`src/rtl/dbsr_pkg.sv`:
```
package dbsr_pkg;
  typedef enum logic [1:0] {
    OP_SHIFT = 2'd0,
    OP_LOAD  = 2'd1,
    OP_HOLD  = 2'd2
  } dbsr_op_e;
endpackage

```
`src/rtl/dbsr_ctrl.sv`:
```
module dbsr_ctrl
  import dbsr_pkg::*;
(
  input  logic     rst,
  input  logic     a_en,
  input  logic     async_ld,
  input  logic     dir_a2b,
  input  logic     par_mode,
  output dbsr_op_e op,
  output logic     bypass,
  output logic     drive_a,
  output logic     drive_b
);
  logic recirc;

  always_comb begin
    recirc = dir_a2b && !a_en;
    if (!par_mode)   op = OP_SHIFT;
    else if (recirc) op = OP_HOLD;
    else             op = OP_LOAD;
    bypass  = !rst && par_mode && async_ld && !recirc;
    drive_a = !rst && !dir_a2b && a_en;
    drive_b = !rst && dir_a2b;
  end
endmodule

```
`src/rtl/dbsr_stages.sv`:
```
module dbsr_stages
  import dbsr_pkg::*;
#(
  parameter int W = 8
) (
  input  logic         clk,
  input  logic         rst,
  input  dbsr_op_e     op,
  input  logic         ser_in,
  input  logic [W-1:0] din,
  output logic [W-1:0] st
);
  logic [W-1:0] shv;
  assign shv = {st[W-2:0], ser_in};

  for (genvar g = 0; g < W; g++) begin : g_stage
    always_ff @(posedge clk) begin
      if (rst) st[g] <= 1'b0;
      else begin
        case (op)
          OP_SHIFT: st[g] <= shv[g];
          OP_LOAD:  st[g] <= din[g];
          default:  st[g] <= st[g];
        endcase
      end
    end
  end

  AST_HOLD_KEEPS: assert property (@(posedge clk) disable iff (rst)
    op == OP_HOLD |=> st == $past(st));
  AST_SHIFT_MOVE: assert property (@(posedge clk) disable iff (rst)
    op == OP_SHIFT |=> (st[0] == $past(ser_in)) && (st[W-1:1] == $past(st[W-2:0])));
  AST_LOAD_TAKES: assert property (@(posedge clk) disable iff (rst)
    op == OP_LOAD |=> st == $past(din));
  AST_RST_CLEARS: assert property (@(posedge clk)
    rst |=> st == '0);
endmodule

```
`src/rtl/dbsr_bus.sv`:
```
module dbsr_bus #(
  parameter int W = 8
) (
  input  logic         dir_a2b,
  input  logic         bypass,
  input  logic         drive_a,
  input  logic         drive_b,
  input  logic [W-1:0] a_in,
  input  logic [W-1:0] b_in,
  input  logic [W-1:0] st,
  output logic [W-1:0] din,
  output logic [W-1:0] vis,
  output logic [W-1:0] a_out,
  output logic [W-1:0] a_oe,
  output logic [W-1:0] b_out,
  output logic [W-1:0] b_oe
);
  assign din = dir_a2b ? a_in : b_in;
  assign vis = bypass ? din : st;

  for (genvar g = 0; g < W; g++) begin : g_pin
    assign a_out[g] = vis[g];
    assign b_out[g] = vis[g];
    assign a_oe[g]  = drive_a;
    assign b_oe[g]  = drive_b;
  end

  always_comb begin
    AST_ONE_DRIVER: assert (!(drive_a && drive_b));
  end
endmodule

```
`src/rtl/dual_bus_shreg.sv`:
```
module dual_bus_shreg
  import dbsr_pkg::*;
#(
  parameter int W = 8
) (
  input  logic         clk,
  input  logic         rst,
  input  logic         a_en,
  input  logic         async_ld,
  input  logic         dir_a2b,
  input  logic         par_mode,
  input  logic         ser_in,
  input  logic [W-1:0] a_in,
  output logic [W-1:0] a_out,
  output logic [W-1:0] a_oe,
  input  logic [W-1:0] b_in,
  output logic [W-1:0] b_out,
  output logic [W-1:0] b_oe,
  output logic [W-1:0] q,
  output logic         ser_out
);
  localparam int LAST = W - 1;

  dbsr_op_e     op;
  logic         bypass, drive_a, drive_b;
  logic [W-1:0] din, st, vis;

  dbsr_ctrl u_ctrl (
    .rst(rst), .a_en(a_en), .async_ld(async_ld), .dir_a2b(dir_a2b),
    .par_mode(par_mode), .op(op), .bypass(bypass),
    .drive_a(drive_a), .drive_b(drive_b)
  );

  dbsr_stages #(.W(W)) u_stages (
    .clk(clk), .rst(rst), .op(op), .ser_in(ser_in), .din(din), .st(st)
  );

  dbsr_bus #(.W(W)) u_bus (
    .dir_a2b(dir_a2b), .bypass(bypass), .drive_a(drive_a), .drive_b(drive_b),
    .a_in(a_in), .b_in(b_in), .st(st), .din(din), .vis(vis),
    .a_out(a_out), .a_oe(a_oe), .b_out(b_out), .b_oe(b_oe)
  );

  assign q       = vis;
  assign ser_out = st[LAST];

  AST_RST_RELEASE: assert property (@(posedge clk)
    rst |-> (a_oe == '0) && (b_oe == '0));
  AST_A_HIZ: assert property (@(posedge clk) disable iff (rst)
    (!dir_a2b && !a_en) |-> a_oe == '0);
  AST_SEROUT_TRACK: assert property (@(posedge clk) disable iff (rst)
    (par_mode == 1'b0) |=> ser_out == $past(st[LAST-1]));
  AST_ASYNC_SHOW: assert property (@(posedge clk) disable iff (rst)
    (par_mode && async_ld && !(dir_a2b && !a_en)) |-> q == din);
endmodule

```
`config.mk`:
```
export PLATFORM = sky130hd
export DESIGN_NAME = dual_bus_shreg
export DESIGN_NICKNAME = d
export VERILOG_FILES = /design/src/rtl/dbsr_pkg.sv /design/src/rtl/dbsr_ctrl.sv /design/src/rtl/dbsr_stages.sv /design/src/rtl/dbsr_bus.sv /design/src/rtl/dual_bus_shreg.sv
export SDC_FILE = /design/constraint.sdc
export NUM_CORES = 1
export LEC_CHECK = 0
export ABC_AREA = 1
export CAP_MARGIN = 20
export CORE_UTILIZATION = 58
export DETAILED_ROUTE_END_ITERATION = 6
export DONT_BUFFER_PORTS = 1
export GPL_ROUTABILITY_DRIVEN = 0
export PLACE_DENSITY = 0.71
export SLEW_MARGIN = 10
export SYNTH_ARGS = -nofsm -noshare
export SYNTH_HDL_FRONTEND = slang
export SYNTH_SLANG_ARGS = --single-unit
export TNS_END_PERCENT = 20
```
`constraint.sdc`:
```
create_clock -name clk -period 1.07 [get_ports clk]
set_input_delay 0 -clock clk [delete_from_list [all_inputs] [get_ports clk]]
set_output_delay 0 -clock clk [all_outputs]
set_load 0.05 [all_outputs]
```
==> flow_metrics.py, run 1 <==
metrics = {
    "clocking": {
        "insertion_delay_ps": 250,
        "cts_tree": "yes",
        "numCtsBuffers": 3,
        "cts_buffer_depth": 2,
        "clk_pin_slew_ps": 50,
        "clock_sinks": 8,
        "h-tree-depth": 1,
        "clockRootBuffer": "clkbuf_4",
    },
    "critical_path": {
        "critPathTopFamily": "flip-flops",
        "cp_slowest_cell": "dfxtp_2",
        "cp.arrival_ps": 1010,
        "reg2reg_depth": 4,
        "worst-r2r-setup-slack_ps": 370,
        "start_kind": "register",
        "critPathBufInv": 1,
        "critPathMaxStageDelay_ps": 340,
        "path_class": "reg -> out",
        "required_ps": 1070,
        "cp.depth": 3,
        "crit_fanout": 3,
        "crit_chain": "nand2_1, o21ai_4, buf_12",
        "critPathCaptureType": "output port",
    },
    "hold_path": {
        "hold_path_depth": 4,
        "min_path_type": "in -> reg",
    },
    "drt": {
        "viasPerCell": 5.443,
        "drt-total-wl_mm": 1.737,
        "wl_met2_um": 829,
        "highest_layer": "met4",
        "vias": 762,
        "wl_met3_um": 215,
        "wl_per_cell_um": 12.41,
        "dr.pass1.iters": 4,
        "antenna_left": 0,
        "drc_errors": 0,
        "wl_met1_um": 674,
        "dr.first_iter.drc_count": 26,
    },
    "place": {
        "placed_area_um2": 940.9,
        "numPortBuffers": 0,
        "dp_slack_ps": 123.3,
        "dp_hpwl_mm": 1.309,
    },
    "logic_synthesis": {
        "synth_top_area_share_pct": 27.46,
        "synthesis.nets": 165,
        "synth_area_um2": 902.1,
        "ys_top_cells_by_area": "buf_4 (27%), nand2_1 (18%), dfxtp_1 (18%), nand4_1 (4.9%), nor2_1 (4.6%)",
        "synth_seq_cells": 8,
        "synthFlopType": "dfxtp_1",
        "synth_area_leader_cell": "buf_4",
        "synthArstFlopShare_pct": 0,
        "avgSynthCellArea_um2": 6.353,
        "synth_edf_count": 0,
        "yosys_warnings": 0,
        "syn_inst": 142,
        "post_synth_num_cell_types": 18,
        "yosysSeqAreaShare_pct": 17.75,
    },
    "sta": {
        "fmax_mhz": 986.2,
        "slew_violations": 0,
        "tightest_slew_ps": 411.2,
        "setup_violations": 0,
        "finalCritPeriodShare_pct": 94.77,
        "relSlewSlack_pct": 72.81,
        "period_minus_slack_ps": 1014,
        "hold_violations": 0,
        "setup_slack_ps": 55.98,
        "finClkSkew_ps": 7.922,
        "rsz0062_at_grt": "false",
        "whs_ps": 21.18,
    },
    "pwr": {
        "p_per_area_mw_per_mm2": 1363,
        "p_sw_share_pct": 50.74,
        "switchingPower_mw": 0.6828,
        "fin_total_pwr_mw": 1.346,
        "p_int_mw": 0.6629,
        "peakVddDrop_v": 0.0009160,
        "pwr-share-clk_pct": 16.3,
        "combPwrFrac_pct": 58.2,
        "leakage_nw": 0.4699,
        "seqPwrFrac_pct": 25.5,
    },
    "die": {
        "die-width_um": 41.44,
        "core_mm2": 0.001366,
        "dieArea_mm2": 0.001717,
        "pin_count": 64,
        "rows": 13,
        "die_y_um": 41.44,
        "start_util_pct": 66.03,
    },
    "cells_and_area": {
        "synthToLayoutAreaGrowth_pct": 9.431,
        "top_regs": "u_stages.st x8",
        "final_core_util_pct": 72.25,
        "regMostFlops": "u_stages.st",
        "drive_gt1_share_pct": 31.20,
        "largest_register_ffs": 8,
        "antennaDiodeCount": 0,
        "fin_area_um2": 987.2,
        "layout.nets": 150,
    },
    "grt": {
        "grt_antenna_before_repair": 0,
        "grt_max_degree": 21,
        "gr-total-overflow": 0,
        "track_usage_pct": 21.91,
        "grt_pass1_vias": 711,
        "grt_first_pass_wirelength_mm": 3.077,
    },
    "job": {
        "max_cap_viol_count": 0,
    },
    "outcome": {
        "outcome": "finished, final reports clean",
    },
}
[logic make-up after synthesis]
family                 count (synthesis)  share of synthesized area [%]
DFF                                    8                          17.75
buffers and inverters                 48                          36.48
and+or+nand+nor                       70                          33.98
AOI/OAI and AO/OA                     16                          11.79
[layout by cell type (no fill, tap or decap), drive strengths merged]
cell type and instances:
o21ai 15, nand2 45, nand3 5, nand4 7
dfxtp 8, buf 15, clkbuf 3, inv 11
a21oi 1, nor3 2, nor2 11, dlygate4sd3 2
[metal layers]
metal | vias to the layer above | global-route usage, %
li1 | 384 | -
met1 | 329 | 27.27
met2 | 43 | 35.31
met3 | 6 | 7.826
met4 | 0 | 6.452
met5 | - | 0
[what timing repair did]
action                     CTS  global route
hold buffers                 2             0
gates resized for setup      0             3
setup endpoints to repair    0             9
buffers inserted             0             0
hold endpoints to repair     4             0
[cell usage after synthesis, types with 2 or more instances]
library cell	instances
inv_2	2
o21ai_0	5
nand3_1	4
o21ai_1	6
buf_4	33
nor3_1	2
buf_6	3
inv_1	8
dfxtp_1	8
nand2_2	2
nor2_1	11
o21ai_2	4
nand2_1	43
nand4_1	7
[worst register-to-register path: stages, from the launching register on]
cell,delay (ps)
dfxtp_2,320
nand2_1,60
nand2_1,50
nor2_1,110
nor2_1,50
[path summary, 6_finish.rpt]
path | start | to
min | par_mode | u_stages.st[4]
max reg2reg | u_stages.st[1] | u_stages.st[2]
min reg2reg | u_stages.st[0] | u_stages.st[1]
max | u_stages.st[1] | b_out[1]
[power by group through the flow]
stage          logic [mW]  registers [mW]  clock network, mW
6_report            0.783           0.343              0.220
2_1_floorplan       0.744           0.350                  0
3_3_place_gp        0.767           0.346                  0
3_5_place_dp        0.774           0.346                  0
4_1_cts             0.782           0.340              0.222
5_1_grt             0.821           0.345              0.243
[area by class of cell]
| cell class | instances | area, µm² |
|---|---|---|
| multi-input cells | 86 | 465.4 |
| fillers | 112 | 379.1 |
| repair buffers | 17 | 269.0 |
| flip-flops and latches | 8 | 165.2 |
| inverters | 11 | 46.29 |
| clock buffers | 3 | 22.52 |
| well taps | 15 | 18.77 |
[per-stage QoR]
stage / setup TNS (ps) / cells
2_1_floorplan: -2072 / 142
3_3_place_gp: 0 / 135
3_5_place_dp: 0 / 135
4_1_cts: 0 / 140
5_1_grt: 0 / 140
6_report: 0 / 140
Power figures use the tool's default switching activity.
==> run 2: changes to the inputs <==
--- a/config.mk
+++ b/config.mk
@@ -5,7 +5,6 @@
 export SDC_FILE = /design/constraint.sdc
 export NUM_CORES = 1
 export LEC_CHECK = 0
-export ABC_AREA = 1
 export CAP_MARGIN = 20
 export CORE_UTILIZATION = 58
 export DETAILED_ROUTE_END_ITERATION = 6
==> run 2 against run 1 <==
Sequential power fell by 3%. Via count is 14% lower. Critical endpoint is now q[5]. The run now ends with negative setup slack left. Cell count down 21%. Fmax shrank 13%. Non-clock buffer count up 9. Critical path depth rose by 2. Clock power grew 6%. Total power increased by 3.2%. Synthesized cell count fell by 27%.
==> flow_metrics.py, run 2 <==
metrics = {
    "outcome": {
        "outcome": "complete, but fails checks",
        "violations": "negative setup slack",
    },
    "sta": {
        "relSlewSlack_pct": 72.81,
        "period_minus_slack_ps": 1169,
        "setup_slack_ps": -99.31,
        "setup_violations": 24,
        "finalCritPeriodShare_pct": 109.3,
        "fmax_mhz": 855.2,
        "finalSetupTns_ps": -2086,
        "rsz0062_at_grt": "true",
        "slew_violations": 0,
        "finClkSkew_ps": 0.7374,
        "tightest_slew_ps": 411.2,
        "hold_violations": 0,
    },
    "logic_synthesis": {
        "yosys_warnings": 0,
        "synth_edf_count": 0,
        "synth_area_um2": 923.4,
        "synth_seq_cells": 8,
        "synthArstFlopShare_pct": 0,
        "syn_inst": 104,
        "synth_area_leader_cell": "buf_4",
        "ys_top_cells_by_area": "buf_4 (27%), dfxtp_1 (17%), mux2_4 (13%), mux2_2 (9.8%), nor2b_1 (4.1%)",
        "synth_top_area_share_pct": 26.83,
        "synthesis.nets": 127,
        "synth.most_common_cell": "buf_4",
        "yosysSeqAreaShare_pct": 17.34,
        "avgSynthCellArea_um2": 8.879,
        "post_synth_num_cell_types": 21,
        "yosys-top-cells-count": "buf_4 (33), dfxtp_1 (8), mux2_2 (8), mux2_4 (8), nor2b_1 (6)",
        "synthFlopType": "dfxtp_1",
    },
    "die": {
        "start_util_pct": 62.02,
        "die-width_um": 41.90,
        "dieArea_mm2": 0.001756,
        "rows": 14,
        "core_mm2": 0.001489,
        "pin_count": 64,
        "die_y_um": 41.90,
    },
    "job": {
        "max_cap_viol_count": 0,
    },
    "critical_path": {
        "startpoint": "dir_a2b",
        "crit_fanout": 16,
        "reg2reg_depth": 3,
        "worst-r2r-setup-slack_ps": 200,
        "critPathCaptureType": "output port",
        "worst_r2r_endpoint": "u_stages.st[4]",
        "timing.rr.start": "u_stages.st[4]",
        "required_ps": 1070,
        "cp.arrival_ps": 1170,
        "crit_end": "q[5]",
        "path_class": "in -> out",
        "start_kind": "primary input",
    },
    "clocking": {
        "h-tree-depth": 1,
        "insertion_delay_ps": 250,
        "cts_tree": "yes",
        "numCtsBuffers": 3,
        "clk_pin_slew_ps": 50,
        "cts_buffer_depth": 2,
        "clock_sinks": 8,
        "clockRootBuffer": "clkbuf_4",
    },
    "drt": {
        "dr.pass1.iters": 4,
        "drc_errors": 0,
        "wl_per_cell_um": 15.31,
        "viasPerCell": 5.955,
        "antenna_left": 0,
        "dr.first_iter.drc_count": 24,
        "drt-total-wl_mm": 1.684,
        "vias": 655,
    },
    "pwr": {
        "p_per_area_mw_per_mm2": 1240,
        "leakage_nw": 0.4787,
        "peakVddDrop_v": 0.0008041,
        "fin_total_pwr_mw": 1.388,
    },
    "cells_and_area": {
        "drive_gt1_share_pct": 50.00,
        "regMostFlops": "u_stages.st",
        "final_common_cell": "buf_12",
        "fin_area_mm2": 0.001120,
        "antennaDiodeCount": 0,
        "top_regs": "u_stages.st x8",
        "largest_register_ffs": 8,
        "final_cell_mix": "buf_12 (15), mux2_2 (8), mux2_4 (8), dfxtp_1 (8)",
        "layout.nets": 119,
        "synthToLayoutAreaGrowth_pct": 21.27,
    },
    "hold_path": {
        "min_path_type": "in -> reg",
    },
    "place": {
        "dp_slack_ps": -167.8,
        "placed_area_mm2": 0.001052,
        "numPortBuffers": 0,
        "dp_hpwl_mm": 1.255,
    },
    "grt": {
        "grt_pass1_vias": 611,
        "grt_max_degree": 17,
        "grt_antenna_before_repair": 0,
        "track_usage_pct": 19.35,
        "gr-total-overflow": 0,
        "grt_first_pass_wirelength_mm": 2.622,
    },
}
run 2: cell types whose count changed after synthesis, moves of 7 or more:
cell / before / now
nand2_1: 43 / 0
mux2_2: 0 / 8
nor2_1: 11 / 3
inv_1: 8 / 0
nand4_1: 7 / 0
mux2_4: 0 / 8
run 2: worst min path at each step:
stage,from,to,slack [ps],cells after the start
finish,b_in[5],u_stages.st[5],20,3
global route,par_mode,u_stages.st[1],30,3
CTS,par_mode,u_stages.st[3],20,3
detailed placement,rst,u_stages.st[3],70,1
global placement,rst,u_stages.st[2],70,1
floorplan,b_in[4],u_stages.st[4],270,3
run 2: final cells by class:
class,count,area [µm²]
multi-input combinational,57,495.5
timing repair buffer,26,421.7
fill,96,369.1
sequential,8,160.2
clock buffer,3,22.52
tap,16,20.02
run 2: worst max-delay path, stage by stage:
cell	delay, ps
nor2b_4	110
or3b_4	400
buf_6	150
mux2_4	330
buf_12	170
run 2: layer usage:
metal	wire length [µm]	part of all wire (%)	vias up	track usage [%]
li1	-	-	308	-
met1	672	40	300	25.88
met4	28	1.7	0	8.387
met2	777	46	43	29.06
met5	0	0	-	0
met3	205	12	4	5.217
run 2: per-stage QoR:
step,util [%],hold slack (ps),std cells
after floorplan,-,270.7,104
after global placement,70.67,70.90,104
after detailed placement,70.67,73.60,104
after CTS,75.21,18.93,110
after global routing,75.21,26.51,110
final,75.21,20.28,110
run 2: repair_timing:
action / 4_1_cts / 5_1_grt
setup buffers: 0 / 0
pin swaps: 1 / 0
endpoints found under the setup margin: 24 / 24
cloned: 0 / 0
hold endpoints to repair: 8 / 0
hold buffers: 3 / 0
gates resized for setup: 4 / 0
run 2: power breakdown:
group	internal [mW]	switching (mW)
Sequential	0.319	0.0149
Clock	0.129	0.105
Combinational	0.308	0.513
run 2: logic make-up (layout without fill, tap and decap cells):
kind of cell / after synthesis / count (layout) / share of synthesized area (%)
and+or+nand+nor: 22 / 22 / 14.90
AOI/OAI and AO/OA: 16 / 16 / 10.57
DFF: 8 / 8 / 17.34
buffers and inverters: 39 / 29 / 31.16
muxes: 19 / 19 / 26.02
